### src/rtl/stratum_ctrl.sv
module stratum_ctrl #(
  parameter int CNT_W = 16,
  parameter int RET_W = 2,
  parameter int STR_W = 16,
  parameter int VEC_W = 8
) (
  input  logic             clk,
  input  logic             rst_n,
  input  logic [1:0]       mode,
  input  logic [CNT_W-1:0] threshold,
  input  logic [RET_W-1:0] retire_cnt,
  input  logic             cyc_tick,
  input  logic             sync_ev,
  input  logic             atomic_ev,
  input  logic             wbuf_full,
  input  logic             irq_pend,
  input  logic [VEC_W-1:0] irq_vec,
  input  logic             bar_go,
  input  logic             pub_done,
  output logic             bar_req,
  output logic [1:0]       phase,
  output logic [STR_W-1:0] stratum,
  output logic [3:0]       end_cause,
  output logic             atomic_go,
  output logic             irq_take,
  output logic [VEC_W-1:0] irq_log_vec,
  output logic [STR_W-1:0] irq_log_stratum
);
  localparam logic [1:0] PH_EXEC = 2'd0, PH_WEND = 2'd1, PH_PUB = 2'd2, PH_WPUB = 2'd3;
  localparam int SUM_W = CNT_W + 1;

  logic [CNT_W-1:0] cnt;
  logic [SUM_W-1:0] cnt_nxt;
  logic [3:0]       hit;

  wire by_cycles = (mode == 2'd1);
  wire bounded   = (mode == 2'd2);

  assign cnt_nxt = {1'b0, cnt} + (by_cycles ? SUM_W'(cyc_tick) : SUM_W'(retire_cnt));
  assign hit     = {bounded & wbuf_full, atomic_ev, sync_ev, cnt_nxt >= {1'b0, threshold}};

  assign bar_req   = (phase == PH_WEND) || (phase == PH_WPUB);
  assign atomic_go = (phase == PH_PUB) && end_cause[2];

  always_ff @(posedge clk) begin
    if (!rst_n) begin
      phase           <= PH_EXEC;
      cnt             <= '0;
      stratum         <= '0;
      end_cause       <= '0;
      irq_take        <= 1'b0;
      irq_log_vec     <= '0;
      irq_log_stratum <= '0;
    end else begin
      irq_take <= 1'b0;
      case (phase)
        PH_EXEC:
          if (|hit) begin
            phase     <= PH_WEND;
            end_cause <= hit;
            cnt       <= '0;
          end else begin
            cnt <= cnt_nxt[CNT_W-1:0];
          end
        PH_WEND: if (bar_go) phase <= PH_PUB;
        PH_PUB:  if (pub_done) phase <= PH_WPUB;
        default:
          if (bar_go) begin
            phase    <= PH_EXEC;
            cnt      <= '0;
            stratum  <= stratum + 1'b1;
            irq_take <= irq_pend;
            if (irq_pend) begin
              irq_log_vec     <= irq_vec;
              irq_log_stratum <= stratum + 1'b1;
            end
          end
      endcase
    end
  end
endmodule

### config.mk
export PLATFORM = sky130hd
export DESIGN_NAME = stratum_ctrl
export DESIGN_NICKNAME = d
export VERILOG_FILES = /design/src/rtl/stratum_ctrl.sv
export SDC_FILE = /design/constraint.sdc
export NUM_CORES = 1
export LEC_CHECK = 0
export BUFFER_PORTS_ARGS = -buffer_cell sky130_fd_sc_hd__buf_4
export CAP_MARGIN = 20
export CORE_ASPECT_RATIO = 0.8
export CORE_UTILIZATION = 48
export DETAILED_ROUTE_END_ITERATION = 16
export PLACE_DENSITY = 0.76
export SYNTH_ARGS = -nofsm -noshare
export SYNTH_HDL_FRONTEND = slang
export SYNTH_SLANG_ARGS = --single-unit
### constraint.sdc
create_clock -name clk -period 3.1 [get_ports clk]
set_input_delay 0.155 -clock clk [delete_from_list [all_inputs] [get_ports clk]]
set_output_delay 0.155 -clock clk [all_outputs]
set_load 0.05 [all_outputs]
* After elaboration in Yosys (flattened, before gate mapping)
Cells that the tools add are included. W data, S select, Z words.
Storage, ports and cells: output and inout bits 49, input bits 37, logic and storage cells 46, register bits after elaboration 63
Operators by class: reductions and logical operators 14, $add $sub $neg 2, mux-type cells 9, $lt $le $gt $ge 1, bitwise operators 5, equality and inequality tests 8
Operators by type and width (count):
- $mux W16 | 2
- $pmux W16 S2 | 1
- $add A16 B2 Y17 | 1
- $ge A17 B16 Y1 | 1
- $add A16 B1 Y16 const B | 1
- $mux W2 | 5
- $eq A2 B2 Y1 const B | 3
- $ne A2 B2 Y1 const B | 3
- $pmux W2 S3 | 1
- $reduce_and A2 Y1 | 3
- $reduce_or A5 Y1 | 1
- $eq A2 B1 Y1 const B | 2
- $not A1 Y1 | 4
- $reduce_and A4 Y1 | 1
- $reduce_or A4 Y1 | 1
- $reduce_and A3 Y1 | 1
- $reduce_bool A3 Y1 | 1
- $reduce_or A3 Y1 | 1
- $logic_not A2 Y1 | 1
- $reduce_bool A2 Y1 | 1
- $reduce_or A2 Y1 | 1
- $and A1 B1 Y1 | 1
- $logic_and A1 B1 Y1 | 1
- $logic_or A1 B1 Y1 | 1

* Logic depth before layout (Yosys ltp)
Gate-level depths: netlist (run 1).
depth in word-level cells 7, depth in mapped cells 16, mapped depth without buffers 15

* Least setup slack after synthesis (run 1)
No wires, ideal clock.
path kind input-to-reg, start input port mode[1], end register phase[0], library setup time 0.119 ns, path slack -0.224 ns, path buffers 0, arrival time 3.205 ns, data required time 2.981 ns, stages 14, cell sequence nand2b_1 > mux2_2 > ha_1 > fa_1 > nand4_1 > nor3_1 > and2_1 > xor2_1 > ha_1 > a21o_1 > a221o_1 > nor3_1 > a31oi_1 > o221a_2
Between the ends: cells in the longest elaborated chain, start to end 7, elaborated cells on any way between the ends 9, classes of those cells 1 x add/sub; 1 x order compare; 3 x eq/ne; 1 x mux; 1 x bitwise; 2 x reduce/logical
Ends and longest elaborated chain:
- start: declaration | RTL line 9 | input logic [1:0] mode,
- $eq A2 B1 Y1 | RTL line 36 | wire by_cycles = (mode == 2'd1);
- $mux W2 | RTL line 39 | assign cnt_nxt = {1'b0, cnt} + (by_cycles ? SUM_W'(cyc_tick) : SUM_W'(retire_cnt));
- $add A16 B2 Y17 | RTL line 39
- $ge A17 B16 Y1 | RTL line 40 | assign hit = {bounded & wbuf_full, atomic_ev, sync_ev, cnt_nxt >= {1'b0, threshold}};
- $reduce_or A4 Y1 * | RTL line 58 | if (|hit) begin
- $ne A2 B2 Y1 (no line) *
- $reduce_and A4 Y1 (no line) *
- end signal: assignment | RTL line 47 | phase <= PH_EXEC;
- end signal: assignment | RTL line 59 | phase <= PH_WEND;
- end signal: assignment | RTL line 65 | PH_WEND: if (bar_go) phase <= PH_PUB;
- end: declaration | RTL line 21 | output logic [1:0] phase,
Mark *: on every way between the ends. The rest lies on a longest branch, timed or not. A chain may end at the register's enable or synchronous reset.

* Worst setup path in the final report (run 1)
start input port mode[1], end register cnt[5]
Between the ends: cells in the longest elaborated chain, start to end 7, elaborated cells on any way between the ends 9, classes of those cells 1 x add/sub; 1 x order compare; 2 x eq/ne; 3 x mux; 1 x bitwise; 1 x reduce/logical
Ends and longest elaborated chain:
- $eq A2 B1 Y1 | RTL line 36
- $mux W2 | RTL line 39
- $add A16 B2 Y17 | RTL line 39
- $ge A17 B16 Y1 | RTL line 40
- $reduce_or A4 Y1 | RTL line 58
- $mux W16 * | RTL line 58
- $pmux W16 S2 * | RTL line 56 | case (phase)
- end signal: assignment | RTL line 63 | cnt <= cnt_nxt[CNT_W-1:0];
- end: declaration | RTL line 32 | logic [CNT_W-1:0] cnt;
Marks and branches as above.

==> results of run 1 <==
-- worst max path at each step --
stage / endpoint / slack (ps)
after floorplan: cnt[5] / -140
final: cnt[5] / -200
after global placement: cnt[9] / -310
after detailed placement: cnt[9] / -420
after CTS: cnt[9] / 6
after global routing: cnt[5] / -280
-- where the power goes --
group / internal [W] / switching (W) / leakage [nW] / total [W]
combinational: 0.000246 / 0.000439 / 1.47 / 0.000685
clock: 0.000520 / 0.000321 / 0.119 / 0.000842
sequential: 0.000851 / 0.0000407 / 0.509 / 0.000892
-- per-stage QoR --
stage | util [%] | instance area, µm² | hold slack (ps) | std cells | total power [W]
final | 69.2 | 4740 | 69.9 | 611 | 0.00242
after detailed placement | 63.1 | 4330 | 412 | 585 | 0.00155
after CTS | 67.8 | 4650 | 50.2 | 604 | 0.00241
after floorplan | - | 3450 | 269 | 406 | 0.00136
after global routing | 69.2 | 4740 | 66.2 | 611 | 0.00252
after global placement | 63.1 | 4330 | 403 | 585 | 0.00154
-- layout by cell type (no fill, tap or decap), drive strengths merged, types with 3 or more instances in the layout --
cell / count
xor2: 20
or3: 5
a311oi: 4
nor2: 36
nor4: 5
dfxtp: 63
xnor2: 16
nor3: 8
o21ai: 8
inv: 26
nand3b: 3
ha: 24
and2: 4
a32o: 8
nand3: 23
buf: 120
a31oi: 12
clkbuf: 13
a21o: 4
nand4: 8
a211oi: 13
nand2: 47
a21oi: 25
and3: 7
-- per-layer routing --
metal	GRT usage, %	wire length [µm]	vias to the layer above
li1	-	-	1655
met5	0	0	-
met1	34.1	4180	1549
met2	39.0	4150	98
met4	6.57	42	0
met3	5.56	486	4
-- flip-flops by register name, indices dropped and copies added (netlist names) --
signal / flops
stratum: 16
phase: 2
irq_log_stratum: 16
irq_take: 1
end_cause: 4
cnt: 16
irq_log_vec: 8
-- kinds of logic after synthesis --
logic type	share of synthesized area (%)
muxes	0.625
xor gates and xnor gates	9.26
DFF	37.0
and+or+nand+nor	21.7
adders and majority gates	9.41
AOI/OAI and AO/OA	16.3
buffers and inverters	5.62
-- cell type report --
type	instances	area, µm²
clock buffer	12	165
clock inverter	4	76.3
fill	549	2110
inverter	27	101
multi-input combinational	297	2080
sequential	63	1260
tap	87	109
timing repair buffer	121	948
-- cells in the mapped netlist, drive strengths merged, types with 2 or more instances --
master  instances  area share, %
nand3b          3           0.66
or3             5           0.92
a31oi          12            2.2
a311oi          4            1.0
dfxtp          63             37
xor2           20            5.1
a21oi          25            3.7
a21o            4           0.88
nand4           8            1.5
nor3            8            1.2
a211oi         13            2.9
ha             24            8.8
or2             2           0.37
and3            7            1.4
nor2           36            4.0
o21ai           8            1.2
o22ai           2           0.37
and2            4           0.73
nand2          47            5.2
nor4            5            1.5
xnor2          16            4.1
inv            26            2.9
o21a            2           0.44
a32o            8            2.4
nand3          23            3.4
clkbuf         11            1.2
buf             8            1.4
-- critical path: cells and delay by family --
kind / cells / cell delay (ps)
AND/OR/NAND/NOR: 6 / 900
adder cells (fa/ha/maj): 3 / 880
AO/OA/AOI/OAI: 3 / 740
buffers and inverters: 3 / 390
multiplexers: 1 / 310
XOR/XNOR: 1 / 150
-- what timing repair did --
action | 4_1_cts | 5_1_grt
endpoints found under the setup margin | 8 | 21
pin swaps | 10 | 11
hold buffers | 0 | 0
gates resized for setup | 6 | 17
gates cloned | 1 | 2
setup buffers | 2 | 6
==> impl_metrics.toml, run 1 <==
[status]
outcome = "finished with violations"
violations = "setup timing"

[setup_path]
timing.critical_path.fanout_max = 6
startpoint = "mode[1]"
r2r_end = "cnt[5]"
crit_path_cell_trace = "buf_4, nand2b_4, mux2_4, ha_4, fa_2, nand4_1, nor3_2, and2_1, xor2_1, ha_1, a21o_1, a221o_1, nor4_4, buf_4, buf_8, nand3_2, a31oi_2"
critical_path.most_common_cell = "sky130_fd_sc_hd__buf_4"
critPathRequiredTime_ps = 3350
crit_path_end_kind = "register"
critical-path-max-stage-delay_ps = 380
timing.critical_path.arrival_ps = 3540
critical_path.reg2reg.startpoint = "cnt[0]"
reg_to_reg_slack_setup_ps = -150
worst-r2r-cell-count = 14
crit_slowest_cell = "sky130_fd_sc_hd__fa_2"
crit_type = "in2reg"
worst_setup_path_start_kind = "input port"

[power_and_ir_drop]
total_leakage_power_nw = 2.10
power.density_cell_area_nw_per_um2 = 510
power.ir.vdd_worst_mv = 0.388

[min_path]
hold_path_class = "in2reg"
min_delay_worst_endpoint = "irq_log_vec[5]"
timing.hold.worst_path_depth = 3
timing.hold.worst.start = "irq_vec[5]"

[routing]
wirelength_um = 8860
wl_per_cell_um = 14.5
route.detailed.vias_per_inst = 5.41
drt-pass1-iter-count = 5
route.vias.total = 3306
drt-initial-drc-count = 161
drc_errors = 0
antenna_left = 0

[flow_run]
timing.max_cap.violations = 0

[global_routing]
grt_start_max_net_pins = 40
grt_first_pass_wirelength_um = 14600
vias_in_the_first_global_route = 3127
global_route.overflow_total = 0
track_usage_pct = 24.9
antenna_found_initial = 0

[sta]
final-max-slew-violation-count = 0
setup_slack_of_the_critical_path_after_layout_ps = -195
setup-tns-final_ps = -2160
fin_crit_ps = 3300
final.setup_skew_ps = 14.3
finalHoldViolCount = 0
achievable-frequency_mhz = 303
report.final.setup_viol = 20
setup_repair_after_global_routing_missed_its_margin = "yes"
relative_slew_slack_pct = 31.3
finalCritPeriodShare_pct = 106
tightestPinTransition_ps = 1030

[placed_design]
preCtsSetupSlack_ps = -419
gp_routability_congestion = 0.865
placement.io_buffers = 85
place_hpwl_um = 6240

[synth]
ys_seq_elements = 63
sequential_area_share_after_synthesis_pct = 37.0
synth_nets = 468
synth-warning-count = 0
synthesis.area_um2 = 3400
yosys.cell_types.count = 45
synth_async_sr_flop_share_pct = 0
syn_avg_cell_area_um2 = 8.39
postSynthCellCount = 406
synth_top_flop_cell = "sky130_fd_sc_hd__dfxtp_1"
synth_edf_count = 0

[floorplanning]
rows = 27
die-area_um2 = 7440
io_pins = 86
die_width_um = 96.2
core_um2 = 6860
chipHeight_um = 77.3
initial_cell_density_of_the_core_pct = 49.6

[clock_network]
clock_latency_ps = 330
number_of_buffers_inserted_during_clock_tree_synthesis = 9
tritoncts = "built"
cts_root_buf = "sky130_fd_sc_hd__clkbuf_8"
clockBufferDepth = 2
htree_num_levels = 3
clkTransAtPathRegs_ps = 70
clock_sink_count = 63

[layout]
insertedDiodeCount = 0
area.growth.synth_to_final_pct = 39.3
drive_gt1_share_pct = 31.5
finish.net_count = 581
Power figures use the tool's default switching activity.
==> run 2: changes to the inputs <==
--- a/config.mk
+++ b/config.mk
@@ -13,2 +13,3 @@
 export PLACE_DENSITY = 0.76
+export SETUP_SLACK_MARGIN = 0.2
 export SYNTH_ARGS = -nofsm -noshare
--- a/constraint.sdc
+++ b/constraint.sdc
@@ -3,2 +3,2 @@
 set_output_delay 0.155 -clock clk [all_outputs]
-set_load 0.05 [all_outputs]
+set_load 0.005 [all_outputs]
==> run 2 against run 1 <==
Against the previous run:
- the flow still finishes with violations (setup timing)
- cell count increased by 0.49%
- core utilization increased by 2.3 points
- critical path depth decreased by 2
- sequential share of layout area decreased by 0.86 points
- critical endpoint is now cnt[8]
==> impl_metrics.toml, run 2 (synthesis results as in run 1) <==
[clock_network]
cts_root_buf = "sky130_fd_sc_hd__clkbuf_8"
htree_num_levels = 3
clkTransAtPathRegs_ps = 70
tritoncts = "built"
clock_sink_count = 63
holdBufCountCts = 0
clockBufferDepth = 2
number_of_buffers_inserted_during_clock_tree_synthesis = 9
clock_latency_ps = 350

[routing]
drt-initial-drc-count = 182
route.detailed.vias_per_inst = 5.73
routed-wl-met2_um = 4700
wl_per_cell_um = 16.3
route.vias.total = 3516
drc_errors = 0
detailroute.wirelength.met3_um = 907
antenna_left = 0
drt-pass1-iter-count = 4
wirelength_um = 10000
highest_signal_layer_in_the_routed_design = "met4"
routedLengthMet1_um = 4140

[sta]
final.setup_skew_ps = 9.08
report.final.setup_viol = 22
finalCritPeriodShare_pct = 109
relative_slew_slack_pct = 37.7
finalHoldViolCount = 0
setup_slack_of_the_critical_path_after_layout_ps = -274
tightestPinTransition_ps = 931
final-max-slew-violation-count = 0
fin_crit_ps = 3370
setup-tns-final_ps = -4120
finalHoldWorstSlack_ps = 43.2
achievable-frequency_mhz = 296
setup_repair_after_global_routing_missed_its_margin = "yes"

[setup_path]
critPathRequiredTime_ps = 3380
critical_path.reg2reg.startpoint = "cnt[1]"
worst_setup_path_start_kind = "register"
r2r_end = "cnt[8]"
timing.critical_path.fanout_max = 11
reg_to_reg_slack_setup_ps = -270
timing.critical_path.arrival_ps = 3650
crit_type = "reg2reg"
crit_path_end_kind = "register"
worst-r2r-cell-count = 15

[placed_design]
place_hpwl_um = 6270
gp_routability_congestion = 0.856
placement.io_buffers = 85

[floorplanning]
die_width_um = 96.2
initial_cell_density_of_the_core_pct = 49.6
core_um2 = 6860
io_pins = 86
rows = 27
chipHeight_um = 77.3
die-area_um2 = 7440

[layout]
multi_input_area_um2 = 2210
finish.net_count = 585
area.growth.synth_to_final_pct = 44.0
drive_gt1_share_pct = 35.7
fillerInstances = 505
insertedDiodeCount = 0
reg.largest.list = "cnt: 16 flops, irq_log_stratum: 16 flops, stratum: 16 flops"
final_common_cell = "sky130_fd_sc_hd__buf_4"
seq_area_um2 = 1260
most_frequent_cells_in_the_layout = "114 x sky130_fd_sc_hd__buf_4, 61 x sky130_fd_sc_hd__dfxtp_1, 45 x sky130_fd_sc_hd__nand2_1"

[global_routing]
antenna_found_initial = 0
track_usage_pct = 25.2
global_route.overflow_total = 0
grt_first_pass_wirelength_um = 14400
vias_in_the_first_global_route = 3119
grt_start_max_net_pins = 25

[min_path]
timing.hold.worst_path_depth = 3
hold_path_class = "in2reg"
timing.hold.worst.start = "irq_pend"
min_delay_worst_endpoint = "irq_take"

[status]
outcome = "finished with violations"
violations = "setup timing"

[power_and_ir_drop]
total_leakage_power_nw = 2.16
power.density_cell_area_nw_per_um2 = 445
power.ir.vdd_worst_mv = 0.306

[flow_run]
timing.max_cap.violations = 0
run 2: worst max-delay path: stages, from the launching register on:
cell and delay [ps]:
sky130_fd_sc_hd__dfxtp_2 340, sky130_fd_sc_hd__ha_4 250, sky130_fd_sc_hd__a21o_1 160, sky130_fd_sc_hd__nand4_1 180, sky130_fd_sc_hd__nor3_2 280, sky130_fd_sc_hd__buf_4 190, sky130_fd_sc_hd__nand3_4 90, sky130_fd_sc_hd__xnor2_2 170
sky130_fd_sc_hd__ha_2 170, sky130_fd_sc_hd__a21o_1 170, sky130_fd_sc_hd__a221o_1 420, sky130_fd_sc_hd__nor4_4 270, sky130_fd_sc_hd__buf_4 180, sky130_fd_sc_hd__buf_12 130, sky130_fd_sc_hd__nand3b_1 120, sky130_fd_sc_hd__a31oi_1 170
run 2: metrics by stage:
step,cells,total power [W],instance area (µm²),util (%),setup slack [ps]
2_1_floorplan,406,0.00120,3450,-,-137
3_3_place_gp,582,0.00138,4300,62.8,-324
3_5_place_dp,582,0.00139,4300,62.8,-410
4_1_cts,605,0.00215,4690,68.4,-46.7
5_1_grt,614,0.00227,4900,71.5,-370
6_report,614,0.00218,4900,71.5,-274
run 2: metal layers:
| layer | GRT usage [%] | up-vias |
|---|---|---|
| met5 | 0 | - |
| met4 | 8.06 | 0 |
| met3 | 9.13 | 28 |
| met2 | 38.5 | 186 |
| met1 | 32.8 | 1641 |
| li1 | - | 1661 |
run 2: worst max path at each step:
stage                        from            to  cells after the start
after floorplan           mode[1]        cnt[5]                     15
after global placement    mode[1]      phase[0]                     17
after detailed placement  mode[1]  end_cause[3]                     16
after CTS                 mode[1]        cnt[5]                     17
after global routing       cnt[1]        cnt[8]                     15
final                      cnt[1]        cnt[8]                     15
run 2: power by group:
part	internal [W]	switching, W	total (W)
Clock	0.000406	0.000323	0.000729
Sequential	0.000851	0.0000437	0.000895
Combinational	0.000254	0.000301	0.000555
Total	0.00151	0.000668	0.00218
run 2: final cells by class:
| type | count | share of cell area (%) |
|---|---|---|
| Clock inverter | 4 | 0.919 |
| Clock buffer | 11 | 3.09 |
| Inverter | 27 | 2.07 |
| Tap cell | 87 | 2.22 |
| Timing Repair Buffer | 125 | 20.9 |
| Sequential cell | 63 | 25.8 |
| Multi-Input combinational cell | 297 | 45.0 |
run 2: what timing repair did:
item,4_1_cts,5_1_grt
pin swaps,16,26
cloned,2,1
resized for setup,20,30
endpoints found under the setup margin,22,22
setup buffers,6,8
==> run 3: changes to the inputs <==
Settings changed: CELL_PAD_IN_SITES_DETAIL_PLACEMENT from default to 0, CELL_PAD_IN_SITES_GLOBAL_PLACEMENT from default to 2, CORE_UTILIZATION 48 to 28, PLACE_DENSITY 0.76 to default, PLACE_DENSITY_LB_ADDON from default to 0.1.
==> run 3 against run 2 <==
Against the previous run:
- maximum frequency increased by 7.8%
- final area increased by 2.8%
- cell count increased by 11%
- register-to-register slack improved by 280 ps
- setup slack improved by 240 ps
- clock skew decreased by 1.9 ps
- hold slack improved by 26 ps
- the run ends with DRC, setup timing left
- critical path type is now in2reg
- sequential cell count unchanged
- routed wire length decreased by 3.7%
==> impl_metrics.toml, run 3 (synthesis results as in run 1) <==
[sta]
report.final.setup_viol = 7
tightestPinTransition_ps = 816
setup-tns-final_ps = -59.3
finalCritPeriodShare_pct = 101
setup_slack_of_the_critical_path_after_layout_ps = -29.7
final.setup_skew_ps = 7.20
finalHoldViolCount = 0
finalHoldWorstSlack_ps = 68.7
relative_slew_slack_pct = 45.6
setup_repair_after_global_routing_missed_its_margin = "yes"
fin_crit_ps = 3130
achievable-frequency_mhz = 320
final-max-slew-violation-count = 0

[routing]
drc_errors = 6
drt-pass1-iter-count = 11
wirelength_um = 9630
drt-initial-drc-count = 105
route.vias.total = 3237
route.detailed.vias_per_inst = 4.75
wl_per_cell_um = 14.1
antenna_left = 0

[setup_path]
crit_type = "in2reg"
crit_path_cell_trace = "buf_6, nand2b_4, mux2_4, ha_4, fa_2, nand4_1, nor3_2, and2_4, xor2_2, ha_1, a21o_1, a221o_1, nor4_4, buf_4, buf_6, nand3b_1, a31oi_1"
crit_slowest_cell = "sky130_fd_sc_hd__fa_2"
timing.critical_path.fanout_max = 7
timing.critical_path.arrival_ps = 3380
critPathRequiredTime_ps = 3350
critical_path.most_common_cell = "sky130_fd_sc_hd__buf_6"
crit_path_end_kind = "register"
critical-path-max-stage-delay_ps = 370
worst_setup_path_start_kind = "input port"

[clock_network]
number_of_buffers_inserted_during_clock_tree_synthesis = 9
holdBufCountCts = 0
tritoncts = "built"
cts_root_buf = "sky130_fd_sc_hd__clkbuf_16"
clkTransAtPathRegs_ps = 60
htree_num_levels = 3
clock_sink_count = 63
clock_latency_ps = 330
clockBufferDepth = 2

[layout]
most_frequent_cells_in_the_layout = "125 x sky130_fd_sc_hd__buf_4, 62 x sky130_fd_sc_hd__dfxtp_1, 45 x sky130_fd_sc_hd__nand2_1"
multi_input_area_um2 = 2150
reg.largest.list = "cnt: 16 flops, irq_log_stratum: 16 flops, stratum: 16 flops"
drive_gt1_share_pct = 33.8
area.growth.synth_to_final_pct = 48.0
final_common_cell = "sky130_fd_sc_hd__buf_4"
finish.net_count = 590
seq_area_um2 = 1260
fillerInstances = 1199
insertedDiodeCount = 0

[power_and_ir_drop]
power.density_cell_area_nw_per_um2 = 504
power.ir.vdd_worst_mv = 0.251
total_leakage_power_nw = 2.20

[floorplanning]
io_pins = 86
die_width_um = 125
core_um2 = 11700
initial_cell_density_of_the_core_pct = 29.1
chipHeight_um = 101
rows = 35
die-area_um2 = 12600

[min_path]
hold_path_class = "in2reg"

[placed_design]
gp_routability_congestion = 0.768
placement.io_buffers = 85
place_hpwl_um = 6850

[flow_run]
timing.max_cap.violations = 0

[global_routing]
grt_start_max_net_pins = 44
grt_first_pass_wirelength_um = 15200
vias_in_the_first_global_route = 3011
global_route.overflow_total = 0
antenna_found_initial = 0
track_usage_pct = 15.5

[status]
outcome = "finished with violations"
violations = "DRC, setup timing"
run 3: changes by cell type in the layout (fill, tap and decap cells not counted), sizes merged:
cell,before,now
buf,123,129
bufinv,1,2
clkbuf,13,12
clkinv,4,3
clkinvlp,0,1
run 3: layer usage:
metal	routed length, µm	GRT usage (%)	part of all wire [%]	up-vias
met1	4590	20.0	48	1493
met3	477	3.98	5.0	10
met4	108	5.35	1.1	0
met2	4460	25.1	46	60
met5	0	0	0	-
li1	-	-	-	1674
run 3: final cells by class:
class	count	share of cell area, %
inverters	27	2.01
multi-input cells	297	42.6
flip-flops and latches	63	25.1
well taps	148	3.68
clock inverters	5	1.61
clock buffers	11	4.82
repair buffers	130	20.2
run 3: final timing paths:
check	startpoint	end	slack, ps	depth (start not counted)
worst max-delay path	mode[1]	cnt[8]	-30	17
worst min-delay path	irq_vec[0]	irq_log_vec[0]	70	3
worst max register to register	cnt[0]	cnt[8]	10	14
worst min register to register	irq_log_vec[5]	irq_log_vec[5]	460	2
run 3: what timing repair did:
action | CTS | global route
gates resized for setup | 5 | 24
gates cloned | 0 | 1
setup buffers | 3 | 5
setup endpoints to repair | 22 | 22
pin swaps | 17 | 9
run 3: power by group:
part | switching [W] | internal (W)
logic | 0.000286 | 0.000256
clock network | 0.000376 | 0.000726
registers | 0.0000407 | 0.000852
total | 0.000704 | 0.00183
run 3: stage by stage:
stage / instance area (µm²) / worst slack, ps / util [%] / total power, W / std cells
global route: 5040 / -156 / 43.1 / 0.00267 / 681
CTS: 4840 / -38.1 / 41.4 / 0.00254 / 675
detailed placement: 4480 / -474 / 38.3 / 0.00143 / 656
global placement: 4480 / -402 / 38.3 / 0.00142 / 656
floorplan: 3450 / -137 / - / 0.00120 / 406
finish: 5040 / -29.7 / 43.1 / 0.00254 / 681
run 3: critical path: cells and delay by family:
family	cells	cell delay (ps)
AOI/OAI and AO/OA	3	700
xor gates and xnor gates	1	140
adders and majority gates	3	830
buffers and inverters	3	410
muxes	1	320
and+or+nand+nor	6	810
